==> config.mk <==
export PLATFORM = sky130hd
export DESIGN_NAME = gpio4_regbank
export DESIGN_NICKNAME = d
export VERILOG_FILES = /design/src/rtl/gpio4_pkg.sv /design/src/rtl/gpio4_addr_dec.sv /design/src/rtl/gpio4_port.sv /design/src/rtl/gpio4_sel_regs.sv /design/src/rtl/gpio4_regbank.sv
export SDC_FILE = /design/constraint.sdc
export NUM_CORES = 1
export LEC_CHECK = 0
export BUFFER_PORTS_ARGS = -buffer_cell sky130_fd_sc_hd__buf_4
export CAP_MARGIN = 20
export CORE_ASPECT_RATIO = 1.2
export CORE_MARGIN = 1
export CORE_UTILIZATION = 48
export DETAILED_ROUTE_END_ITERATION = 12
export GPL_TIMING_DRIVEN = 0
export MAX_ROUTING_LAYER = met4
export PLACE_DENSITY = 0.81
export SLEW_MARGIN = 20
export SYNTH_ARGS = -nofsm -noshare
export SYNTH_HDL_FRONTEND = slang
export SYNTH_SLANG_ARGS = --single-unit
==> constraint.sdc <==
create_clock -name clk -period 2.8 [get_ports clk]
set_input_delay 0.56 -clock clk [delete_from_list [all_inputs] [get_ports clk]]
set_output_delay 0.56 -clock clk [all_outputs]
set_load 0.03 [all_outputs]
==> src/rtl/gpio4_pkg.sv <==
package gpio4_pkg;
  localparam int unsigned NPORT = 4;
  localparam int unsigned DW    = 8;
  localparam int unsigned AW    = 8;
  localparam int unsigned PW    = $clog2(NPORT);
  localparam int unsigned PADW  = NPORT * DW;

  typedef enum logic [2:0] {
    RK_NONE,
    RK_OUT,
    RK_MODE,
    RK_SEL,
    RK_DIR,
    RK_PIN
  } rkind_e;

  // Implemented (writable) bits of a register
  function automatic logic [DW-1:0] wmask(rkind_e k, logic [PW-1:0] i);
    logic [DW-1:0] m;
    m = '0;
    unique case (k)
      RK_OUT, RK_DIR: m = (i == PW'(3)) ? 8'h03 : 8'hFF;
      RK_MODE: begin
        if (i == PW'(3))      m = 8'h03;
        else if (i == PW'(2)) m = 8'hFF;
        else                  m = 8'h01;
      end
      RK_SEL:  m = (i == PW'(0)) ? 8'h03 : 8'h0F;
      default: m = '0;
    endcase
    return m;
  endfunction

  // Reset value of a register
  function automatic logic [DW-1:0] rstval(rkind_e k, logic [PW-1:0] i);
    logic [DW-1:0] v;
    v = '0;
    if (k == RK_MODE && i == PW'(2)) v = 8'hFF;
    if (k == RK_SEL  && i == PW'(1)) v = 8'h0F;
    return v;
  endfunction

  // A write is illegal if it hits a read-only register or an unimplemented bit
  function automatic logic wr_reject(rkind_e k, logic [PW-1:0] i, logic [DW-1:0] d);
    return (k == RK_PIN) || ((d & ~wmask(k, i)) != '0);
  endfunction
endpackage

==> src/rtl/gpio4_addr_dec.sv <==
module gpio4_addr_dec
  import gpio4_pkg::*;
(
  input  logic [AW-1:0] addr,
  output rkind_e        kind,
  output logic [PW-1:0] idx
);
  always_comb begin
    kind = RK_NONE;
    idx  = '0;
    if (addr[4:3] == 2'b00 && addr[1] == 1'b0) begin
      idx = {addr[2], addr[0]};
      unique case (addr[7:5])
        3'd0:    kind = RK_OUT;
        3'd1:    kind = RK_MODE;
        3'd3:    kind = RK_DIR;
        3'd4:    kind = RK_PIN;
        default: kind = RK_NONE;
      endcase
    end
    if (addr == 8'h44) begin
      kind = RK_SEL;
      idx  = PW'(0);
    end
    if (addr == 8'h48) begin
      kind = RK_SEL;
      idx  = PW'(1);
    end
  end
endmodule

==> src/rtl/gpio4_port.sv <==
module gpio4_port
  import gpio4_pkg::*;
#(
  parameter int unsigned PIDX   = 0,
  parameter int unsigned SYNC_N = 2
) (
  input  logic          clk,
  input  logic          rst_n,
  input  logic          we_out,
  input  logic          we_mode,
  input  logic          we_dir,
  input  logic [DW-1:0] wdata,
  input  logic [DW-1:0] pin_raw,
  output logic [DW-1:0] out_q,
  output logic [DW-1:0] mode_q,
  output logic [DW-1:0] dir_q,
  output logic [DW-1:0] pin_q
);
  localparam logic [PW-1:0] IDX = PW'(PIDX);

  logic [DW-1:0] sync_q [SYNC_N];

  always_ff @(posedge clk or negedge rst_n) begin
    if (!rst_n) begin
      out_q  <= rstval(RK_OUT,  IDX);
      mode_q <= rstval(RK_MODE, IDX);
      dir_q  <= rstval(RK_DIR,  IDX);
    end else begin
      if (we_out)  out_q  <= wdata & wmask(RK_OUT,  IDX);
      if (we_mode) mode_q <= wdata & wmask(RK_MODE, IDX);
      if (we_dir)  dir_q  <= wdata & wmask(RK_DIR,  IDX);
    end
  end

  for (genvar s = 0; s < SYNC_N; s++) begin : g_sync
    always_ff @(posedge clk or negedge rst_n) begin
      if (!rst_n) sync_q[s] <= '0;
      else if (s == 0) sync_q[s] <= pin_raw;
      else sync_q[s] <= sync_q[(s == 0) ? 0 : s - 1];
    end
  end

  assign pin_q = sync_q[SYNC_N-1];
endmodule

==> src/rtl/gpio4_sel_regs.sv <==
module gpio4_sel_regs
  import gpio4_pkg::*;
#(
  parameter int unsigned NSEL = 2
) (
  input  logic          clk,
  input  logic          rst_n,
  input  logic [NSEL-1:0] we,
  input  logic [DW-1:0] wdata,
  output logic [DW-1:0] sel_q [NSEL]
);
  for (genvar k = 0; k < NSEL; k++) begin : g_sel
    always_ff @(posedge clk or negedge rst_n) begin
      if (!rst_n)     sel_q[k] <= rstval(RK_SEL, PW'(k));
      else if (we[k]) sel_q[k] <= wdata & wmask(RK_SEL, PW'(k));
    end
  end
endmodule

==> src/rtl/gpio4_regbank.sv <==
module gpio4_regbank
  import gpio4_pkg::*;
(
  input  logic            clk,
  input  logic            rst_n,
  input  logic [AW-1:0]   bus_addr,
  input  logic            bus_wr,
  input  logic            bus_rd,
  input  logic [DW-1:0]   bus_wdata,
  input  logic [1:0]      bus_size,
  output logic [DW-1:0]   bus_rdata,
  output logic            bus_err,
  output logic [PADW-1:0] pad_out,
  output logic [PADW-1:0] pad_oe,
  input  logic [PADW-1:0] pad_in
);
  localparam int unsigned NSEL = 2;

  rkind_e        kind;
  logic [PW-1:0] idx;

  // Named internal events
  logic access, size_bad, map_bad, dual_bad, wr_bad, rd_bad;
  logic wr_commit, rd_ok;

  logic [DW-1:0] out_q  [NPORT];
  logic [DW-1:0] mode_q [NPORT];
  logic [DW-1:0] dir_q  [NPORT];
  logic [DW-1:0] pin_q  [NPORT];
  logic [DW-1:0] sel_q  [NSEL];
  logic [NSEL-1:0] sel_we;

  gpio4_addr_dec i_dec (
    .addr (bus_addr),
    .kind (kind),
    .idx  (idx)
  );

  assign access    = bus_wr | bus_rd;
  assign size_bad  = bus_size != 2'b00;
  assign map_bad   = kind == RK_NONE;
  assign dual_bad  = bus_wr & bus_rd;
  assign wr_bad    = bus_wr & wr_reject(kind, idx, bus_wdata);
  assign rd_bad    = bus_rd & (kind == RK_PIN) & (idx == PW'(3));
  assign bus_err   = access & (size_bad | map_bad | dual_bad | wr_bad | rd_bad);
  assign wr_commit = bus_wr & ~bus_err;
  assign rd_ok     = bus_rd & ~bus_err;

  for (genvar p = 0; p < NPORT; p++) begin : g_port
    logic hit;
    assign hit = wr_commit & (idx == PW'(p));
    gpio4_port #(.PIDX(p)) i_port (
      .clk     (clk),
      .rst_n   (rst_n),
      .we_out  (hit & (kind == RK_OUT)),
      .we_mode (hit & (kind == RK_MODE)),
      .we_dir  (hit & (kind == RK_DIR)),
      .wdata   (bus_wdata),
      .pin_raw (pad_in[p*DW +: DW]),
      .out_q   (out_q[p]),
      .mode_q  (mode_q[p]),
      .dir_q   (dir_q[p]),
      .pin_q   (pin_q[p])
    );
    assign pad_out[p*DW +: DW] = out_q[p];
    assign pad_oe[p*DW +: DW]  = dir_q[p];
  end

  for (genvar k = 0; k < NSEL; k++) begin : g_selwe
    assign sel_we[k] = wr_commit & (kind == RK_SEL) & (idx == PW'(k));
  end

  gpio4_sel_regs #(.NSEL(NSEL)) i_sel (
    .clk   (clk),
    .rst_n (rst_n),
    .we    (sel_we),
    .wdata (bus_wdata),
    .sel_q (sel_q)
  );

  always_comb begin
    bus_rdata = '0;
    if (rd_ok) begin
      unique case (kind)
        RK_OUT:  bus_rdata = out_q[idx];
        RK_MODE: bus_rdata = mode_q[idx];
        RK_DIR:  bus_rdata = dir_q[idx];
        RK_PIN:  bus_rdata = pin_q[idx];
        RK_SEL:  bus_rdata = sel_q[idx[0]];
        default: bus_rdata = '0;
      endcase
    end
  end
endmodule

==> results of run 1 <==
[path summary, 6_finish.rpt]
| path | slack [ns] | cells past startpoint | start | endpoint |
|---|---|---|---|---|
| max in group asynchronous | 1.98 | 2 | rst_n | g_port[1].i_port.sync_q[8] |
| min | 0.06 | 1 | rst_n | g_port[1].i_port.dir_q[4] |
| max | -0.38 | 9 | bus_addr[4] | bus_rdata[0] |
| min reg2reg | 0.34 | 0 | g_port[0].i_port.sync_q[8] | g_port[0].i_port.pin_q[0] |
| min in group clk | 0.24 | 1 | pad_in[20] | g_port[2].i_port.sync_q[12] |
| max reg2reg | 1.98 | 1 | g_port[0].i_port.out_q[3] | g_port[0].i_port.out_q[3] |
[where the power goes]
part	switching (mW)	internal, mW	total, mW
combinational	0.165	0.129	0.293
clock	0.900	1.51	2.41
sequential	0.0147	1.98	2.00
total	1.08	3.63	4.71
[cell type report]
class	count	area (sq um)
buffer	30	308
clock buffer	17	425
clock inverter	15	216
fill	725	3060
inverter	3	16.3
multi-input combinational	249	2220
sequential	134	3370
tap	154	193
timing repair buffer	158	1340
[critical path, stage by stage]
cell,delay [ns]
buf_12,0.12
or4b_4,0.56
a211oi_4,0.37
buf_6,0.17
a22o_1,0.15
a221oi_2,0.05
o22a_1,0.26
a31oi_4,0.22
buf_6,0.16
[metrics by stage]
stage,setup TNS [ns],area [sq um]
3_3_place_gp,-31.61,6680
6_report,-2.80,8080
3_5_place_dp,-30.35,6710
4_1_cts,-1.96,7870
5_1_grt,-3.97,8080
2_1_floorplan,-1.40,5650
[repair_timing]
item | in CTS | in global routing
buffers inserted | 29 | 14
endpoints found under the setup margin | 27 | 43
pin swaps | 31 | 25
gates cloned | 1 | 1
gates resized for setup | 67 | 17
[layer usage]
metal  global-route usage  wire length, um  vias to the layer above
met5                    -                0                        -
met3               0.0763             1220                       50
met4                0.119              554                        0
li1                     -                -                     1878
met1                0.341             6010                     2192
met2                0.429             7780                      258
[registers in the layout, indices dropped and copies added (netlist names)]
register	flops
i_sel.sel_q	6
g_port.i_port.sync_q	32
g_port.i_port.dir_q	26
g_port.i_port.out_q	26
g_port.i_port.mode_q	12
g_port.i_port.pin_q	32
[cells by family after synthesis]
| family | Yosys count | synth area share |
|---|---|---|
| flops | 134 | 0.608 |
| simple gates | 86 | 0.0931 |
| compound gates | 78 | 0.109 |
| mux | 72 | 0.151 |
| buf+inv | 34 | 0.0359 |
| xor+xnor | 1 | 0.00158 |
| other cells | 1 | 0.000677 |
[cell usage after synthesis, types with 3 or more instances]
cell      count
and2_1        5
mux2_4        8
nor3_4        3
or4_1         3
dfrtp_1     122
a21oi_1       5
clkbuf_1     12
buf_4        14
buf_2         3
o22ai_1       3
o21ai_0      11
nand3_1       9
inv_1         3
and3_1        3
a31oi_1       4
a22oi_1      16
a22o_1        5
dfstp_2      12
mux2_2       62
nor2_1       10
a221oi_1      8
a32o_1        5
nand2_1      26
nor3_1        6
a222oi_1     10
==> results.cfg, run 1 <==
[die]
design.core.area_sq_um = 11100
dieArea_sq_um = 12000
ioPinCount = 127
die_x_um = 100
rows = 42
chipHeight_um = 120
initial_core_util = 0.497

[timing]
finalSetupViolCount = 10
finalClockSkew_ns = 0.00372
slew_viol_final = 0
hold_viol = 0
tightest_slew_ns = 0.639
fmax_mhz = 314
worst_slack_ns = -0.382
slew-limit-headroom = 0.574
fin_crit_sh = 1.14
period_needed_ns = 3.18
holdWs_ns = 0.0568
rsz0062_at_grt = true

[layout]
diodes = 0
area_growth_pct = 46.0
fin_nets = 647
final_cell_mix = buf_4, dfrtp_1, mux2_2
drive_gt1_frac = 0.558
stdcell_count = 760
final_util = 0.726
final_common_cell = buf_4

[clock_network]
numClockSinks = 134
clockRootBuffer = clkbuf_16
ctsHoldBuffers = 0
clkTransAtPathRegs_ns = 0.06
clk_path_buf_depth = 2
worst_skew_pair.late_latency_ns = 0.42
cts_tree = yes
h-tree-depth = 4
cts_made_buffers = 17

[detailed_routing]
drtIter0Drc = 479
ant_nets = 0
first_pass_iters = 6
viasPerCell = 5.76
via_count = 4378
totalWireLength_um = 15600
post-route-drc-count = 0
post_drt_wl_per_cell_um = 20.5

[placement]
dp_slack_ns = -0.900
dp_hpwl_um = 9720
dpl.cell_count = 684
io_buffers = 112
gp_congestion = 0.898

[flow_run]
maxCapViolCount = 0

[grt]
antenna_found_initial = 0
grt_pass1_vias = 4439
grt_pass1_wl_um = 23800
grt_remaining_overflow = 0
grt_use_total = 0.276
grt_max_degree = 90

[setup_path]
required_ns = 2.24
arrival_ns = 2.62
cp-end-kind = primary output
critical_path_class = input port to primary output
setup.worst_path.start_class = input port
cp_max_fo = 6

[synth]
synth_edf_count = 0
seq_area_frac_synth = 0.608
synthArstFlopShare = 1.00
netlist_instances = 406
yosys_warnings = 0
synth_top_area_share = 0.551
yosys-top-cells-area = dfrtp_1, mux2_2, dfstp_2
ys_ff_latch = 134
syn_avg_cell_area_sq_um = 13.6
synth_top_area_cell = dfrtp_1
syn-cell-area_sq_um = 5540
ys_types = 53
ys.flop_type = dfrtp_1

[power_and_ir_drop]
power.leakage_nw = 3.88
power_mw = 4.71
p_per_area_nw_per_um2 = 582
peakVddDrop_uv = 610

[hold_path]
holdCritPathClass = input port to asynchronous set/reset pin

[outcome]
violations = setup timing
status = complete, but fails checks
Note: power is estimated with default switching activity, not from simulation.
==> run 2: changes to the inputs <==
ABC_AREA = 1   (was not set)
CORE_UTILIZATION = 49   (was 48)
PLACE_DENSITY = 0.82   (was 0.81)
==> run 2 against run 1 <==
The flow still finishes with violations (setup timing). Register-to-register slack improved by 0.10 ns. Clock skew is 0.0014 ns higher. Via count grew 22%. Global-route usage is 6.1 points higher. Maximum frequency grew 5.5%. Clock power down 8%. Critical path type unchanged. First-iteration DRC count shrank 2.7%.
==> results.cfg, run 2 <==
[detailed_routing]
first_pass_iters = 6
post_drt_wl_per_cell_um = 19.2
ant_nets = 0
totalWireLength_um = 18700
drtIter0Drc = 466
post-route-drc-count = 0
via_count = 5360
viasPerCell = 5.52

[setup_path]
crit_top_cell = nand2_1
critPathMaxStageDelay_ns = 0.22
r2r_start = g_port[2].i_port.mode_q[1]
required_ns = 2.24
setup.worst_path.start_class = input port
crit_path_cell_trace = buf_6 -> nor2_4 -> nand2_4 -> nor2_4 -> nand4_1 -> nand4_1 -> nand2_1 -> nand2_1 -> nand2_1 -> nand2_2 -> nand2_2 -> nand2_4 -> nand3_4 -> buf_12 -> a21oi_4 -> buf_6
critPathSlowestCell = nand4_1
cp_max_fo = 8
arrival_ns = 2.46
cp-end-kind = primary output
cp-startpoint = bus_addr[4]
rr_worst_depth = 2
critical_path_class = input port to primary output

[clock_network]
cts_tree = yes
clkTransAtPathRegs_ns = 0.06
numClockSinks = 134
h-tree-depth = 4
clk_path_buf_depth = 2
cts_made_buffers = 17
worst_skew_pair.late_latency_ns = 0.42
ctsHoldBuffers = 0
clockRootBuffer = clkbuf_16

[synth]
ys.flop_type = dfrtp_1
syn_avg_cell_area_sq_um = 8.90
synth_edf_count = 0
synthTopCellsByCount = nand2_1, dfrtp_1, nand3_1, inv_1
netlist_instances = 632
yosys_warnings = 0
synth_top_area_cell = dfrtp_1
yosys-top-cells-area = dfrtp_1, nand2_1, nand3_1
ys_ff_latch = 134
ys_types = 30
synth_top_area_share = 0.543
syn-cell-area_sq_um = 5620
synthArstFlopShare = 1.00
synth_most_common_cell = nand2_1
seq_area_frac_synth = 0.599

[power_and_ir_drop]
peakVddDrop_uv = 521
power.leakage_nw = 4.22
p_per_area_nw_per_um2 = 546

[timing]
period_needed_ns = 3.02
hold_viol = 0
finalSetupViolCount = 8
slew-limit-headroom = 0.596
fin_crit_sh = 1.08
slew_viol_final = 0
tns_ns = -1.47
worst_slack_ns = -0.216
finalClockSkew_ns = 0.00516
holdWs_ns = 0.122
tightest_slew_ns = 0.605
fmax_mhz = 332
rsz0062_at_grt = true

[layout]
final_common_cell = nand2_1
final_cell_mix = nand2_1, buf_4, dfrtp_1
stdcell_count = 971
fillers = 725
drive_gt1_frac = 0.395
fin_area_sq_um = 8360
diodes = 0
area_growth_pct = 48.6
fin_nets = 858

[grt]
grt_pass1_vias = 5386
grt_remaining_overflow = 0
antenna_found_initial = 0
grt_max_degree = 76
grt_pass1_wl_um = 28400
grt_use_total = 0.337

[outcome]
violations = setup timing
status = complete, but fails checks

[die]
ioPinCount = 127
initial_core_util = 0.507
die_x_um = 99.8
dieArea_sq_um = 11900
chipHeight_um = 119
rows = 42
design.core.area_sq_um = 11100

[placement]
dp_hpwl_um = 11400
place_area_sq_um = 6780
gp_congestion = 0.931
dpl.cell_count = 906
io_buffers = 108

[flow_run]
maxCapViolCount = 0

[hold_path]
holdCritPathClass = input port to asynchronous set/reset pin
## run 2: cell count changes in the layout (fill, tap and decap cells not counted), moves of 9 or more
cell      before  now
nand2_4        0    9
nand2_2        1   15
nand2_1       25  246
a222oi_1      10    0
nor2_4         1   19
nand3_2        0   11
inv_2          0    9
mux2_2        62    0
buf_4        146  130
nand3_1        8   80
a22oi_1       15    5
## run 2: through the flow
step | total power, mW | setup WS, ns | utilization
floorplan | 2.14 | 0.0124 | -
global placement | 2.27 | -0.939 | 0.608
detailed placement | 2.28 | -0.961 | 0.611
CTS | 4.54 | -0.0940 | 0.740
global route | 4.68 | -0.363 | 0.754
finish | 4.56 | -0.216 | 0.754
## run 2: routing by layer
metal  share of wire  global-route usage
met5               0                   -
met4           0.065               0.208
met1            0.35               0.387
met2            0.49               0.533
met3           0.094              0.0804
## run 2: path summary, 6_finish.rpt
check / endpoint / slack (ns)
setup / recovery: bus_rdata[0] / -0.22
hold / removal: g_port[3].i_port.sync_q[13] / 0.12
setup reg to reg: g_port[2].i_port.mode_q[1] / 2.08
hold reg to reg: g_port[2].i_port.pin_q[6] / 0.35
max in group asynchronous: g_port[2].i_port.mode_q[6] / 1.91
min in group clk: g_port[2].i_port.sync_q[8] / 0.25
## run 2: power breakdown
part	total (mW)	leakage [nW]	switching [mW]	internal [mW]
Clock	2.22	0.273	0.878	1.34
Sequential	2.00	1.68	0.0177	1.99
Combinational	0.335	2.26	0.206	0.129
## run 2: repair_timing
action                                 4_1_cts  5_1_grt
cloned                                       2        0
resized for setup                          142       27
endpoints found under the hold margin        0        0
setup endpoints to repair                    9        9
setup buffers                               24        7
pin swaps                                   39       26
## run 2: cell families after synthesis
group                  after synthesis  share of synthesized area
AND/OR/NAND/NOR                    402                      0.305
flip-flops                         134                      0.599
buffers and inverters               63                     0.0536
AO/OA/AOI/OAI                       32                     0.0416
other                                1                   0.000667
## run 2: critical path: cells and delay by family
kind	cells	cell delay (ns)
buffers and inverters	3	0.41
AO/OA/AOI/OAI	1	0.13
AND/OR/NAND/NOR	12	1.35
## run 2: final cells by class
class,count,area (sq um),area share
Timing Repair Buffer,142,1210,0.145
Inverter,22,111,0.0133
Clock buffer,19,443,0.0530
Multi-Input combinational cell,446,2540,0.304
Buffer,41,342,0.0409
Clock inverter,13,146,0.0175
Sequential cell,134,3370,0.403
Tap cell,154,193,0.0231
==> run 3: changes to the inputs <==
CORE_UTILIZATION = 28   (was 49)
PLACE_DENSITY = 0.55   (was 0.82)
==> run 3 against run 2 <==
The run still ends with setup timing left. Maximum frequency barely moved. Final area increased by 0.12%. Cell count increased by 12%. Utilization shrank 33 points. Count of clock-buffer cells in the layout is 1 higher. Global-route usage shrank 14 points. Total power up 2.4%.
==> results.cfg, run 3 (synthesis results as in run 2) <==
[detailed_routing]
drtIter0Drc = 367
via_count = 5057
post_drt_wl_per_cell_um = 17.5
first_pass_iters = 5
ant_nets = 0
post-route-drc-count = 0
totalWireLength_um = 19000
viasPerCell = 4.66

[setup_path]
rr_worst_depth = 2
cp_max_fo = 8
path_depth = 16
required_ns = 2.24
crit_buf_inv = 3
arrival_ns = 2.46
critical_path_class = input port to primary output
critPathSlowestCell = nand4_1
crit_top_cell = nand2_1
crit_family = simple AND/OR/NAND/NOR gates
critPathMaxStageDelay_ns = 0.20
cp-end-kind = primary output
crit_path_cell_trace = buf_6 -> nor2_4 -> nand2_4 -> nor2_2 -> nand4_1 -> nand4_1 -> nand2_1 -> nand2_1 -> nand2_1 -> nand2_1 -> nand2_1 -> nand2_2 -> nand3_4 -> buf_12 -> a21oi_4 -> buf_6
setup.worst_path.start_class = input port

[timing]
period_needed_ns = 3.02
fin_crit_sh = 1.08
finalSetupViolCount = 8
tns_ns = -1.54
hold_viol = 0
worst_slack_ns = -0.217
slew-limit-headroom = 0.564
rsz0062_at_grt = true
holdWs_ns = 0.0439
slew_viol_final = 0
fmax_mhz = 331
tightest_slew_ns = 0.655
finalClockSkew_ns = 0.00151

[clock_network]
numClockSinks = 134
clockRootBuffer = clkbuf_16
clkTransAtPathRegs_ns = 0.06
h-tree-depth = 4
worst_skew_pair.late_latency_ns = 0.41
cts_tree = yes
clk_path_buf_depth = 2
cts_made_buffers = 17

[flow_run]
maxCapViolCount = 0

[layout]
stdcell_count = 1085
diodes = 0
fillers = 1945
fin_area_sq_um = 8370
final_cell_mix = nand2_1, buf_4, dfrtp_1
drive_gt1_frac = 0.371
fin_nets = 866
final_common_cell = nand2_1
final_util = 0.426
area_growth_pct = 48.8

[placement]
gp_congestion = 0.876
dpl.cell_count = 1013
io_buffers = 108
place_area_sq_um = 6910
dp_hpwl_um = 12700
dp_slack_ns = -1.10

[outcome]
violations = setup timing
status = complete, but fails checks

[grt]
grt_max_degree = 91
grt_pass1_wl_um = 28700
grt_use_total = 0.196
grt_remaining_overflow = 0
grt_pass1_vias = 4976
antenna_found_initial = 0

[power_and_ir_drop]
p_per_area_nw_per_um2 = 558
peakVddDrop_uv = 418
power.leakage_nw = 4.29
power_mw = 4.67

[die]
ioPinCount = 127
initial_core_util = 0.287
chipHeight_um = 157
die_x_um = 131
design.core.area_sq_um = 19600
rows = 56
dieArea_sq_um = 20700

[hold_path]
holdCritPathClass = input port to asynchronous set/reset pin
[run 3: cell types whose count changed in the layout (fill, tap and decap cells not counted), sizes merged]
cell	change
clkinv	+2
inv	-2
buf	+9
bufinv	+2
clkinvlp	-4
[run 3: layout make-up]
| type | count | area (sq um) | share of cell area |
|---|---|---|---|
| sequential | 134 | 3370 | 0.403 |
| multi-input combinational | 446 | 2360 | 0.282 |
| timing repair buffer | 150 | 1250 | 0.149 |
| clock buffer | 20 | 457 | 0.0546 |
| buffer | 41 | 337 | 0.0402 |
| tap | 261 | 327 | 0.0390 |
| clock inverter | 11 | 173 | 0.0206 |
| inverter | 22 | 101 | 0.0121 |
[run 3: layer usage]
metal  GRT usage  up-vias  wire [um]
met2       0.321      235       9220
met1       0.226     2382       7500
met3      0.0541       55       1550
met5           -        -          0
met4      0.0864        0        677
li1            -     2385          -
[run 3: where the power goes]
part	switching, mW	leakage [nW]	internal, mW
sequential	0.0120	1.68	1.99
combinational	0.195	2.30	0.122
clock	0.817	0.307	1.54
total	1.02	4.29	3.64
[run 3: path summary, 6_finish.rpt]
path	slack (ns)	from	to
max	-0.22	bus_addr[4]	bus_rdata[0]
min reg2reg	0.35	g_port[1].i_port.sync_q[8]	g_port[1].i_port.pin_q[0]
min in group clk	0.25	pad_in[6]	g_port[0].i_port.sync_q[14]
max in group asynchronous	1.98	rst_n	g_port[2].i_port.mode_q[6]
max reg2reg	2.08	i_sel.sel_q[3]	i_sel.sel_q[3]
min	0.04	rst_n	i_sel.sel_q[9]
[run 3: worst reg2reg max path: cells and delay by family, from the launching register on]
kind,cells,cell delay (ns)
flip-flops,1,0.54
AND/OR/NAND/NOR,2,0.13
[run 3: timing repair]
action / CTS / global route
buffers inserted: 25 / 15
gates resized for setup: 98 / 36
endpoints found under the setup margin: 9 / 79
pin swaps: 30 / 18
hold buffers: 0 / 0
cloned: 1 / 0
